===== src/rtl/spi_tm_pkg.sv =====
`timescale 1ns/1ps
package spi_tm_pkg;

    typedef enum logic [2:0] {
        ST_IDLE,
        ST_SETUP,
        ST_LEAD,
        ST_TRAIL,
        ST_HOLD,
        ST_GAP
    } tm_state_e;

    // Word position carried by serial slot k for a given ordering.
    // Every ordering is its own inverse, so the same map serves both
    // gathering a word into a stream and scattering a stream into a word.
    function automatic int unsigned tm_ser_idx(int unsigned k, bit big, bit lsb,
                                               int unsigned nbytes, int unsigned byte_w);
        int unsigned slot_byte;
        int unsigned slot_bit;
        int unsigned src_byte;
        int unsigned src_bit;
        slot_byte = k / byte_w;
        slot_bit  = k % byte_w;
        src_byte  = big ? (nbytes - 1 - slot_byte) : slot_byte;
        src_bit   = lsb ? slot_bit : (byte_w - 1 - slot_bit);
        return src_byte * byte_w + src_bit;
    endfunction

endpackage


===== src/rtl/spi_tm_reorder.sv =====
`timescale 1ns/1ps
module spi_tm_reorder #(
    parameter int unsigned WORD_W = 32,
    parameter int unsigned BYTE_W = 8
) (
    input  logic [WORD_W-1:0] din_i,
    input  logic              big_i,
    input  logic              lsb_i,
    output logic [WORD_W-1:0] dout_o
);
    localparam int unsigned NBYTES = WORD_W / BYTE_W;

    for (genvar k = 0; k < WORD_W; k++) begin : g_slot
        localparam int unsigned I_LM = spi_tm_pkg::tm_ser_idx(k, 1'b0, 1'b0, NBYTES, BYTE_W);
        localparam int unsigned I_LL = spi_tm_pkg::tm_ser_idx(k, 1'b0, 1'b1, NBYTES, BYTE_W);
        localparam int unsigned I_BM = spi_tm_pkg::tm_ser_idx(k, 1'b1, 1'b0, NBYTES, BYTE_W);
        localparam int unsigned I_BL = spi_tm_pkg::tm_ser_idx(k, 1'b1, 1'b1, NBYTES, BYTE_W);
        assign dout_o[k] = big_i ? (lsb_i ? din_i[I_BL] : din_i[I_BM])
                                 : (lsb_i ? din_i[I_LL] : din_i[I_LM]);
    end

endmodule


===== src/rtl/spi_tm_phase_len.sv =====
`timescale 1ns/1ps
module spi_tm_phase_len #(
    parameter int unsigned CNT_W = 8
) (
    input  logic             cpol_i,
    input  logic [CNT_W-1:0] low_i,
    input  logic [CNT_W-1:0] high_i,
    output logic [CNT_W-1:0] lead_len_o,
    output logic [CNT_W-1:0] trail_len_o
);
    // The first half of a bit sits at the non-idle level.
    always_comb begin
        if (cpol_i) begin
            lead_len_o  = low_i;
            trail_len_o = high_i;
        end else begin
            lead_len_o  = high_i;
            trail_len_o = low_i;
        end
    end

endmodule


===== src/rtl/spi_timed_master.sv =====
`timescale 1ns/1ps
module spi_timed_master #(
    parameter int unsigned WORD_W = 32,
    parameter int unsigned CNT_W  = 8,
    parameter int unsigned BYTE_W = 8
) (
    input  logic              clk_i,
    input  logic              rst_ni,
    input  logic [CNT_W-1:0]  cfg_setup_i,
    input  logic [CNT_W-1:0]  cfg_hold_i,
    input  logic [CNT_W-1:0]  cfg_idle_i,
    input  logic [CNT_W-1:0]  cfg_low_i,
    input  logic [CNT_W-1:0]  cfg_high_i,
    input  logic              cfg_cpol_i,
    input  logic              cfg_cpha_i,
    input  logic              cfg_tx_lsb_i,
    input  logic              cfg_rx_lsb_i,
    input  logic              cfg_tx_big_i,
    input  logic              cfg_rx_big_i,
    input  logic              tx_valid_i,
    input  logic [WORD_W-1:0] tx_data_i,
    output logic              tx_ready_o,
    output logic              rx_valid_o,
    output logic [WORD_W-1:0] rx_data_o,
    output logic              cs_n_o,
    output logic              sck_o,
    output logic              mosi_o,
    input  logic              miso_i
);
    import spi_tm_pkg::*;

    localparam int unsigned        BIT_W    = $clog2(WORD_W);
    localparam logic [BIT_W-1:0]   LAST_BIT = BIT_W'(WORD_W - 1);

    typedef struct packed {
        logic [CNT_W-1:0] setup;
        logic [CNT_W-1:0] hold;
        logic [CNT_W-1:0] idle;
        logic [CNT_W-1:0] low;
        logic [CNT_W-1:0] high;
        logic             cpol;
        logic             cpha;
        logic             tx_lsb;
        logic             rx_lsb;
        logic             tx_big;
        logic             rx_big;
    } cfg_t;

    typedef struct packed {
        tm_state_e         state;
        logic [CNT_W-1:0]  cnt;
        logic [BIT_W-1:0]  bit_idx;
        logic              cs_n;
        logic              sck;
        logic              rx_valid;
        logic [WORD_W-1:0] rx_data;
        logic [WORD_W-1:0] tx_sh;
        logic [WORD_W-1:0] rx_sh;
        cfg_t              cfg;
    } regs_t;

    localparam regs_t RESET_VAL = '{
        state:    ST_IDLE,
        cnt:      '0,
        bit_idx:  '0,
        cs_n:     1'b1,
        sck:      1'b0,
        rx_valid: 1'b0,
        rx_data:  '0,
        tx_sh:    '0,
        rx_sh:    '0,
        cfg:      '0
    };

    regs_t st_d, st_q;

    cfg_t              cfg_in;
    logic [WORD_W-1:0] tx_stream;
    logic [WORD_W-1:0] rx_word;
    logic [CNT_W-1:0]  lead_len;
    logic [CNT_W-1:0]  trail_len;
    logic              accept;
    logic              lead_edge;
    logic              trail_edge;
    logic              tx_shift;
    logic              rx_shift;
    logic              cpol_lat;

    assign cfg_in = '{
        setup:  cfg_setup_i,
        hold:   cfg_hold_i,
        idle:   cfg_idle_i,
        low:    cfg_low_i,
        high:   cfg_high_i,
        cpol:   cfg_cpol_i,
        cpha:   cfg_cpha_i,
        tx_lsb: cfg_tx_lsb_i,
        rx_lsb: cfg_rx_lsb_i,
        tx_big: cfg_tx_big_i,
        rx_big: cfg_rx_big_i
    };

    // Outgoing word arranged in wire order, slot 0 first.
    spi_tm_reorder #(.WORD_W(WORD_W), .BYTE_W(BYTE_W)) i_tx_order (
        .din_i  (tx_data_i),
        .big_i  (cfg_tx_big_i),
        .lsb_i  (cfg_tx_lsb_i),
        .dout_o (tx_stream)
    );

    // Incoming wire-order stream scattered back into word positions.
    spi_tm_reorder #(.WORD_W(WORD_W), .BYTE_W(BYTE_W)) i_rx_order (
        .din_i  (st_q.rx_sh),
        .big_i  (st_q.cfg.rx_big),
        .lsb_i  (st_q.cfg.rx_lsb),
        .dout_o (rx_word)
    );

    spi_tm_phase_len #(.CNT_W(CNT_W)) i_phase_len (
        .cpol_i      (st_q.cfg.cpol),
        .low_i       (st_q.cfg.low),
        .high_i      (st_q.cfg.high),
        .lead_len_o  (lead_len),
        .trail_len_o (trail_len)
    );

    assign tx_ready_o = (st_q.state == ST_IDLE) ||
                        ((st_q.state == ST_GAP) && (st_q.cnt == '0));
    assign accept     = tx_valid_i && tx_ready_o;

    always_comb begin
        st_d        = st_q;
        st_d.rx_valid = 1'b0;
        lead_edge   = 1'b0;
        trail_edge  = 1'b0;

        unique case (st_q.state)
            ST_IDLE: begin
                st_d.sck = cfg_cpol_i;
            end
            ST_SETUP: begin
                if (st_q.cnt == '0) begin
                    st_d.state   = ST_LEAD;
                    st_d.cnt     = lead_len;
                    st_d.sck     = ~st_q.cfg.cpol;
                    st_d.bit_idx = '0;
                    lead_edge    = 1'b1;
                end else begin
                    st_d.cnt = st_q.cnt - 1'b1;
                end
            end
            ST_LEAD: begin
                if (st_q.cnt == '0) begin
                    st_d.sck   = st_q.cfg.cpol;
                    trail_edge = 1'b1;
                    if (st_q.bit_idx == LAST_BIT) begin
                        st_d.state = ST_HOLD;
                        st_d.cnt   = st_q.cfg.hold;
                    end else begin
                        st_d.state = ST_TRAIL;
                        st_d.cnt   = trail_len;
                    end
                end else begin
                    st_d.cnt = st_q.cnt - 1'b1;
                end
            end
            ST_TRAIL: begin
                if (st_q.cnt == '0) begin
                    st_d.state   = ST_LEAD;
                    st_d.cnt     = lead_len;
                    st_d.sck     = ~st_q.cfg.cpol;
                    st_d.bit_idx = st_q.bit_idx + 1'b1;
                    lead_edge    = 1'b1;
                end else begin
                    st_d.cnt = st_q.cnt - 1'b1;
                end
            end
            ST_HOLD: begin
                if (st_q.cnt == '0) begin
                    st_d.state    = ST_GAP;
                    st_d.cnt      = st_q.cfg.idle;
                    st_d.cs_n     = 1'b1;
                    st_d.rx_valid = 1'b1;
                    st_d.rx_data  = rx_word;
                end else begin
                    st_d.cnt = st_q.cnt - 1'b1;
                end
            end
            ST_GAP: begin
                if (st_q.cnt == '0) begin
                    st_d.state = ST_IDLE;
                    st_d.sck   = cfg_cpol_i;
                end else begin
                    st_d.cnt = st_q.cnt - 1'b1;
                end
            end
            default: begin
                st_d = RESET_VAL;
            end
        endcase

        // Mode 0/2 shift out on the second transition and sample on the first;
        // modes 1/3 swap these, and never shift before the first bit.
        if (st_q.cfg.cpha) begin
            rx_shift = trail_edge;
            tx_shift = lead_edge && (st_q.state == ST_TRAIL);
        end else begin
            rx_shift = lead_edge;
            tx_shift = trail_edge;
        end

        if (tx_shift) begin
            st_d.tx_sh = {1'b0, st_q.tx_sh[WORD_W-1:1]};
        end
        if (rx_shift) begin
            st_d.rx_sh = {miso_i, st_q.rx_sh[WORD_W-1:1]};
        end

        if (accept) begin
            st_d.state = ST_SETUP;
            st_d.cnt   = cfg_setup_i;
            st_d.cs_n  = 1'b0;
            st_d.sck   = cfg_cpol_i;
            st_d.cfg   = cfg_in;
            st_d.tx_sh = tx_stream;
        end
    end

    always_ff @(posedge clk_i or negedge rst_ni) begin
        if (!rst_ni) begin
            st_q <= RESET_VAL;
        end else begin
            st_q <= st_d;
        end
    end

    assign cpol_lat   = st_q.cfg.cpol;
    assign cs_n_o     = st_q.cs_n;
    assign sck_o      = st_q.sck;
    assign mosi_o     = st_q.tx_sh[0];
    assign rx_valid_o = st_q.rx_valid;
    assign rx_data_o  = st_q.rx_data;

endmodule


===== config.mk =====
export PLATFORM = sky130hd
export DESIGN_NAME = spi_timed_master
export DESIGN_NICKNAME = d
export VERILOG_FILES = /design/src/rtl/spi_tm_pkg.sv /design/src/rtl/spi_tm_reorder.sv /design/src/rtl/spi_tm_phase_len.sv /design/src/rtl/spi_timed_master.sv
export SDC_FILE = /design/constraint.sdc
export NUM_CORES = 1
export LEC_CHECK = 0
export ABC_AREA = 1
export BUFFER_PORTS_ARGS = -buffer_cell sky130_fd_sc_hd__clkbuf_2
export CORE_MARGIN = 5
export CORE_UTILIZATION = 38
export DETAILED_ROUTE_END_ITERATION = 6
export GPL_ROUTABILITY_DRIVEN = 0
export GPL_TIMING_DRIVEN = 0
export SLEW_MARGIN = 10
export SYNTH_ARGS = -nofsm -noshare
export SYNTH_HDL_FRONTEND = slang
export SYNTH_SLANG_ARGS = --single-unit

===== constraint.sdc =====
create_clock -name clk_i -period 2.25 [get_ports clk_i]
set_input_delay 0.3375 -clock clk_i [delete_from_list [all_inputs] [get_ports clk_i]]
set_output_delay 0.3375 -clock clk_i [all_outputs]
set_load 0.01 [all_outputs]

==> impl_metrics.py, run 1 <==
metrics = {
    "outcome": {
        "status": "finished clean",
    },
    "final_layout": {
        "layout-drive-gt1-share": 0.171,
        "n_antenna_cell": 0,
        "area_delta_synth_final_pct": 19.5,
        "nFillCells": 2465,
        "finish.utilization": 0.456,
        "fin_nets": 1490,
    },
    "synthesis": {
        "synth-edff-count": 0,
        "synth_top_cell_area_share": 0.423,
        "synth_commonest_cells": "nand2_1, dfrtp_1, o21ai_0, inv_1, nand3_1",
        "synthCells": 1262,
        "syn_nets": 1348,
        "synthArstFlopShare": 1.00,
        "yosysMostFrequentCell": "nand2_1",
        "netlist_area_um2": 8870,
        "ys_top_cells_by_area": "dfrtp_1, nand2_1, o21ai_0",
        "netlist-cell-type-count": 35,
        "yosysTopAreaCell": "dfrtp_1",
        "synth_ff_type": "dfrtp_1",
        "avgSynthCellArea_um2": 7.03,
        "ys.warnings.count": 0,
        "ys_ff_latch": 151,
        "ys_seq_area_frac": 0.426,
    },
    "worst_setup_path": {
        "critical_path_class": "reg2out",
        "cp_max_fo": 18,
        "required_ns": 1.91,
        "end_kind": "output port",
        "arrival_ns": 1.77,
        "cp-start-kind": "flip-flop",
        "r2r-end": "st_q[70]$_DFFE_PN0P_",
        "ff2ff_setup_slack_ns": 0.19,
        "reg2reg_depth": 8,
        "regToRegStartpoint": "st_q[150]$_DFFE_PN0P_",
    },
    "pwr": {
        "total_power_mw": 12.7,
        "pwr_density_cell_nw_per_um2": 1190,
        "worst_ir_drop_vdd_v": 0.000522,
        "p_leak_nw": 5.45,
    },
    "timing": {
        "worst_pin_slew_ns": 0.658,
        "post-route-min-period_ns": 2.11,
        "post-route-period-util": 0.938,
        "hold_viol": 0,
        "skew_ns": 0.0124,
        "relSlewSlack": 0.559,
        "max_freq_ghz": 0.474,
        "final.setup.tns_ns": 0,
        "setup_viol": 0,
        "hold_ws_ns": 0.109,
        "slew_viol_final": 0,
        "rsz0062_at_grt": "false",
    },
    "die": {
        "fp-row-count": 56,
        "dieArea_um2": 26500,
        "core_um2": 23300,
        "die_w_um": 163,
        "die_y_um": 163,
        "ios": 119,
        "initial_core_util": 0.381,
    },
    "grt": {
        "antenna_found_initial": 0,
        "busiest_layer": "met2",
        "grtUsageTotal": 0.196,
        "use_met3": 0.0314,
        "grt_pass1_vias": 8372,
        "grt_max_degree": 100,
        "met2_usage": 0.312,
        "gr-total-overflow": 0,
        "use_met1": 0.276,
        "grt_first_pass_wirelength_mm": 42.2,
    },
    "clock_network": {
        "path_clk_slew_ns": 0.07,
        "h-tree-depth": 4,
        "cts_tree": "done",
        "numCtsBuffers": 17,
        "cts_buffer_depth": 2,
        "cts_root_buffer": "clkbuf_16",
        "clock_sinks": 151,
        "clk_latency_ns": 0.43,
    },
    "worst_hold_path": {
        "worstHoldStart": "cfg_low_i[2]",
        "whs_path_depth": 3,
        "hp-class": "in2reg",
        "worstHoldEndpoint": "st_q[16]$_DFFE_PN0P_",
    },
    "routing": {
        "via_per_inst": 4.97,
        "wl_per_cell_um": 14.8,
        "drtIter0Drc": 554,
        "wl_mm": 25.7,
        "ant_nets": 0,
        "vias": 8636,
        "drcViolationCount": 0,
        "first_pass_iters": 5,
    },
    "placement": {
        "dpl.hpwl_mm": 19.1,
        "port_buffers": 118,
    },
    "flow_run": {
        "drv_cap": 0,
    },
}
worst max-delay path by stage:
stage	startpoint	end	slack (ns)	cells past startpoint
floorplan	st_q[150]$_DFFE_PN0P_	st_q[109]$_DFFE_PN0P_	0.54	11
global placement	rst_ni	st_q[101]$_DFFE_PN0P_	-1.95	1
detailed placement	st_q[150]$_DFFE_PN0P_	rx_data_o[19]$_DFFE_PN0P_	-0.06	8
CTS	st_q[150]$_DFFE_PN0P_	st_q[96]$_DFFE_PN0P_	0.006	9
global route	st_q[150]$_DFFE_PN0P_	tx_ready_o	0.02	7
finish	st_q[150]$_DFFE_PN0P_	tx_ready_o	0.14	7
placed cells by master (no fill, tap or decap), drive strengths merged, types with 2 or more instances in the layout:
cell type | synthesis | routed
dfrtp | 150 | 150
or2 | 5 | 5
o22ai | 47 | 47
mux2i | 9 | 9
nor3 | 2 | 2
buf | 68 | 68
a21oi | 15 | 15
clkinvlp | 0 | 2
nand2 | 448 | 448
inv | 132 | 136
ha | 4 | 4
clkinv | 2 | 6
clkbuf | 39 | 180
o21ai | 153 | 153
o211ai | 3 | 3
nand3 | 101 | 101
nand4 | 34 | 34
xor2 | 2 | 2
and3 | 4 | 4
nor2 | 40 | 40
bufinv | 0 | 3
state kept, by name, indices dropped and copies added, names as in the netlist:
register / cells
cpol_lat: 1
rx_data_o: 32
cs_n_o: 1
st_q: 114
rx_valid_o: 1
sck_o: 1
mosi_o: 1
worst max-delay path, stage by stage (launching register included):
cell	delay (ns)
dfrtp_1	0.41
inv_2	0.11
ha_1	0.19
nand2_1	0.09
nor2_4	0.16
nand2_4	0.10
nand2_8	0.13
clkbuf_2	0.15
cells by family after synthesis:
| family | share of synthesized area |
|---|---|
| buffers and inverters | 0.122 |
| AND/OR/NAND/NOR | 0.299 |
| adder cells (fa/ha/maj) | 0.00564 |
| XOR/XNOR | 0.00197 |
| multiplexers | 0.0102 |
| flip-flops | 0.426 |
| AO/OA/AOI/OAI | 0.134 |
report_power, final:
group	internal (mW)	switching (mW)	total [mW]	leakage [nW]
Sequential	3.41	0.407	3.82	2.04
Clock	1.79	1.23	3.02	0.295
Combinational	1.91	3.92	5.83	3.12
routing by layer:
layer	wire, µm	vias up
met2	11600	240
met3	1150	32
met1	12400	4023
met4	496	0
met5	0	-
li1	-	4341
per-stage QoR:
step,worst slack [ns],instances,instance area (µm²)
floorplan,0.541,1262,8870
global placement,-1.95,1699,9860
detailed placement,-0.0574,1700,9900
CTS,0.00579,1732,10500
global route,0.0198,1736,10600
finish,0.141,1736,10600
area by class of cell:
cell class | instances | area, µm² | share of cell area
Buffer | 106 | 591 | 0.0557
Clock buffer | 19 | 443 | 0.0418
Clock inverter | 13 | 168 | 0.0158
Inverter | 134 | 503 | 0.0474
Multi-Input combinational cell | 870 | 4040 | 0.381
Sequential cell | 151 | 3780 | 0.356
Tap cell | 319 | 399 | 0.0376
Timing Repair Buffer | 124 | 679 | 0.0641
timing repair:
item                                    in CTS  in global routing
endpoints found under the setup margin      15                108
resized for setup                            3                 12
pin swaps                                    0                  2
hold endpoints to repair                    52                  0
setup buffers                                0                  4
hold buffers                                 1                  0
(Power assumes the default switching activity.)
==> inputs of run 2 (changes only) <==
--- a/config.mk
+++ b/config.mk
@@ -6,7 +6,8 @@
 export NUM_CORES = 1
 export LEC_CHECK = 0
 export ABC_AREA = 1
-export BUFFER_PORTS_ARGS = -buffer_cell sky130_fd_sc_hd__clkbuf_2
+export BUFFER_PORTS_ARGS = -buffer_cell sky130_fd_sc_hd__buf_2
+export CAP_MARGIN = 30
 export CORE_MARGIN = 5
 export CORE_UTILIZATION = 38
 export DETAILED_ROUTE_END_ITERATION = 6
==> run 2 against run 1 <==
Against the previous run: flip-flop and latch count unchanged; cell count up 0.23%; routed wire length down 0.28%; die area unchanged; critical path depth unchanged; count of clock-buffer cells in the layout grew 2; maximum frequency decreased by 1.1%.
==> impl_metrics.py, run 2 (synthesis results as in run 1) <==
metrics = {
    "outcome": {
        "status": "finished clean",
    },
    "grt": {
        "grt_max_degree": 101,
        "grt_pass1_vias": 8241,
        "antenna_found_initial": 0,
        "grt_first_pass_wirelength_mm": 42.1,
        "grtUsageTotal": 0.196,
        "gr-total-overflow": 0,
    },
    "pwr": {
        "pwr_density_cell_nw_per_um2": 1170,
        "p_leak_nw": 5.44,
        "worst_ir_drop_vdd_v": 0.000491,
    },
    "clock_network": {
        "h-tree-depth": 4,
        "path_clk_slew_ns": 0.07,
        "cts_tree": "done",
        "cts_root_buffer": "clkbuf_16",
        "clock_sinks": 151,
        "numCtsBuffers": 17,
        "cts_buffer_depth": 2,
        "clk_latency_ns": 0.43,
    },
    "die": {
        "fp-row-count": 56,
        "dieArea_um2": 26500,
        "die_w_um": 163,
        "initial_core_util": 0.381,
        "ios": 119,
        "core_um2": 23300,
        "die_y_um": 163,
    },
    "placement": {
        "port_buffers": 118,
        "placed_cell_area_um2": 9900,
        "dp_slack_ns": -0.0986,
        "dpl.hpwl_mm": 19.0,
        "place_inst": 1700,
    },
    "worst_setup_path": {
        "max_stage_delay_ns": 0.40,
        "required_ns": 1.91,
        "crit_chain": "inv_2 -> ha_1 -> nand2_1 -> nor2_2 -> nand2_2 -> nand2_8 -> buf_2",
        "cp.buffers_inverters": 2,
        "critical_path_class": "reg2out",
        "cp_max_fo": 8,
        "slowest_stage": "dfrtp_1",
        "critPathLaunch": "st_q[150]$_DFFE_PN0P_",
        "critPathTopFamily": "simple AND/OR/NAND/NOR gates",
        "cp-start-kind": "flip-flop",
        "arrival_ns": 1.80,
        "end_kind": "output port",
        "regToRegStartpoint": "st_q[145]$_DFFE_PN0P_",
    },
    "timing": {
        "hold_ws_ns": 0.109,
        "max_freq_ghz": 0.469,
        "slew_viol_final": 0,
        "post-route-min-period_ns": 2.13,
        "post-route-period-util": 0.948,
        "setup_slack_ns": 0.117,
        "hold_viol": 0,
        "skew_ns": 0.0176,
        "relSlewSlack": 0.582,
        "worst_pin_slew_ns": 0.621,
        "rsz0062_at_grt": "true",
        "final.setup.tns_ns": 0,
        "setup_viol": 0,
    },
    "final_layout": {
        "regMostFlops": "st_q",
        "final_common_cell": "nand2_1",
        "area_delta_synth_final_pct": 19.1,
        "layout-drive-gt1-share": 0.173,
        "n_antenna_cell": 0,
        "largest_reg_flops": 114,
        "nFillCells": 2478,
        "final_area_um2": 10600,
        "layout_common_cells": "nand2_1, o21ai_0, dfrtp_1",
        "layout.cells.non_filler": 1740,
        "fin_nets": 1494,
    },
    "routing": {
        "first_pass_iters": 5,
        "met1_length_mm": 12.3,
        "via_per_inst": 4.94,
        "wl_per_cell_um": 14.7,
        "drtIter0Drc": 565,
        "wl_mm": 25.6,
        "ant_nets": 0,
        "wl_met3_mm": 1.21,
        "vias": 8604,
        "met2_length_mm": 11.7,
        "top_layer_used": "met4",
        "drcViolationCount": 0,
    },
    "flow_run": {
        "drv_cap": 0,
    },
    "worst_hold_path": {
        "hp-class": "in2reg",
        "worstHoldStart": "cfg_hold_i[1]",
    },
}
run 2: path summary, 6_finish.rpt:
| path | to | cells past startpoint | slack, ns |
|---|---|---|---|
| hold / removal | st_q[31]$_DFFE_PN0P_ | 3 | 0.11 |
| setup / recovery | tx_ready_o | 7 | 0.12 |
| hold reg to reg | st_q[149]$_DFFE_PN0P_ | 2 | 0.49 |
| max in group asynchronous | st_q[31]$_DFFE_PN0P_ | 3 | 0.99 |
| setup reg to reg | st_q[157]$_DFFE_PN0P_ | 12 | 0.16 |
| min in group asynchronous | st_q[154]$_DFFE_PN0P_ | 2 | 0.42 |
run 2: worst min-delay path, stage by stage:
cell	delay (ns)
buf_2	0.07
nand2_1	0.04
nand2_1	0.05
run 2: timing repair:
action | CTS | global route
pin swaps | 0 | 2
hold buffers | 1 | 0
setup endpoints to repair | 47 | 61
buffers inserted | 0 | 8
hold endpoints to repair | 51 | 0
resized for setup | 6 | 5
run 2: layout make-up:
cell class	instances	area (µm²)	area share
Sequential cell	151	3780	0.358
Multi-Input combinational cell	870	4030	0.381
Clock inverter	11	90.1	0.00852
Timing Repair Buffer	128	711	0.0673
Inverter	134	503	0.0476
Buffer	106	588	0.0556
Clock buffer	21	470	0.0445
Tap cell	319	399	0.0378
run 2: metal layers:
layer | track usage | up-vias
met2 | 0.308 | 226
met3 | 0.0415 | 25
met4 | 0.0503 | 0
met5 | 0 | -
met1 | 0.277 | 4004
li1 | - | 4349
run 2: power breakdown:
group | leakage, nW | total (mW) | switching [mW] | internal [mW]
sequential | 2.04 | 3.81 | 0.402 | 3.41
clock | 0.265 | 2.75 | 1.23 | 1.52
combinational | 3.14 | 5.83 | 3.89 | 1.93
run 2: through the flow:
stage,util,total power [mW]
6_report,0.454,12.4
4_1_cts,0.451,12.3
3_5_place_dp,0.426,9.49
3_3_place_gp,0.424,9.39
5_1_grt,0.454,13.4
2_1_floorplan,-,7.76
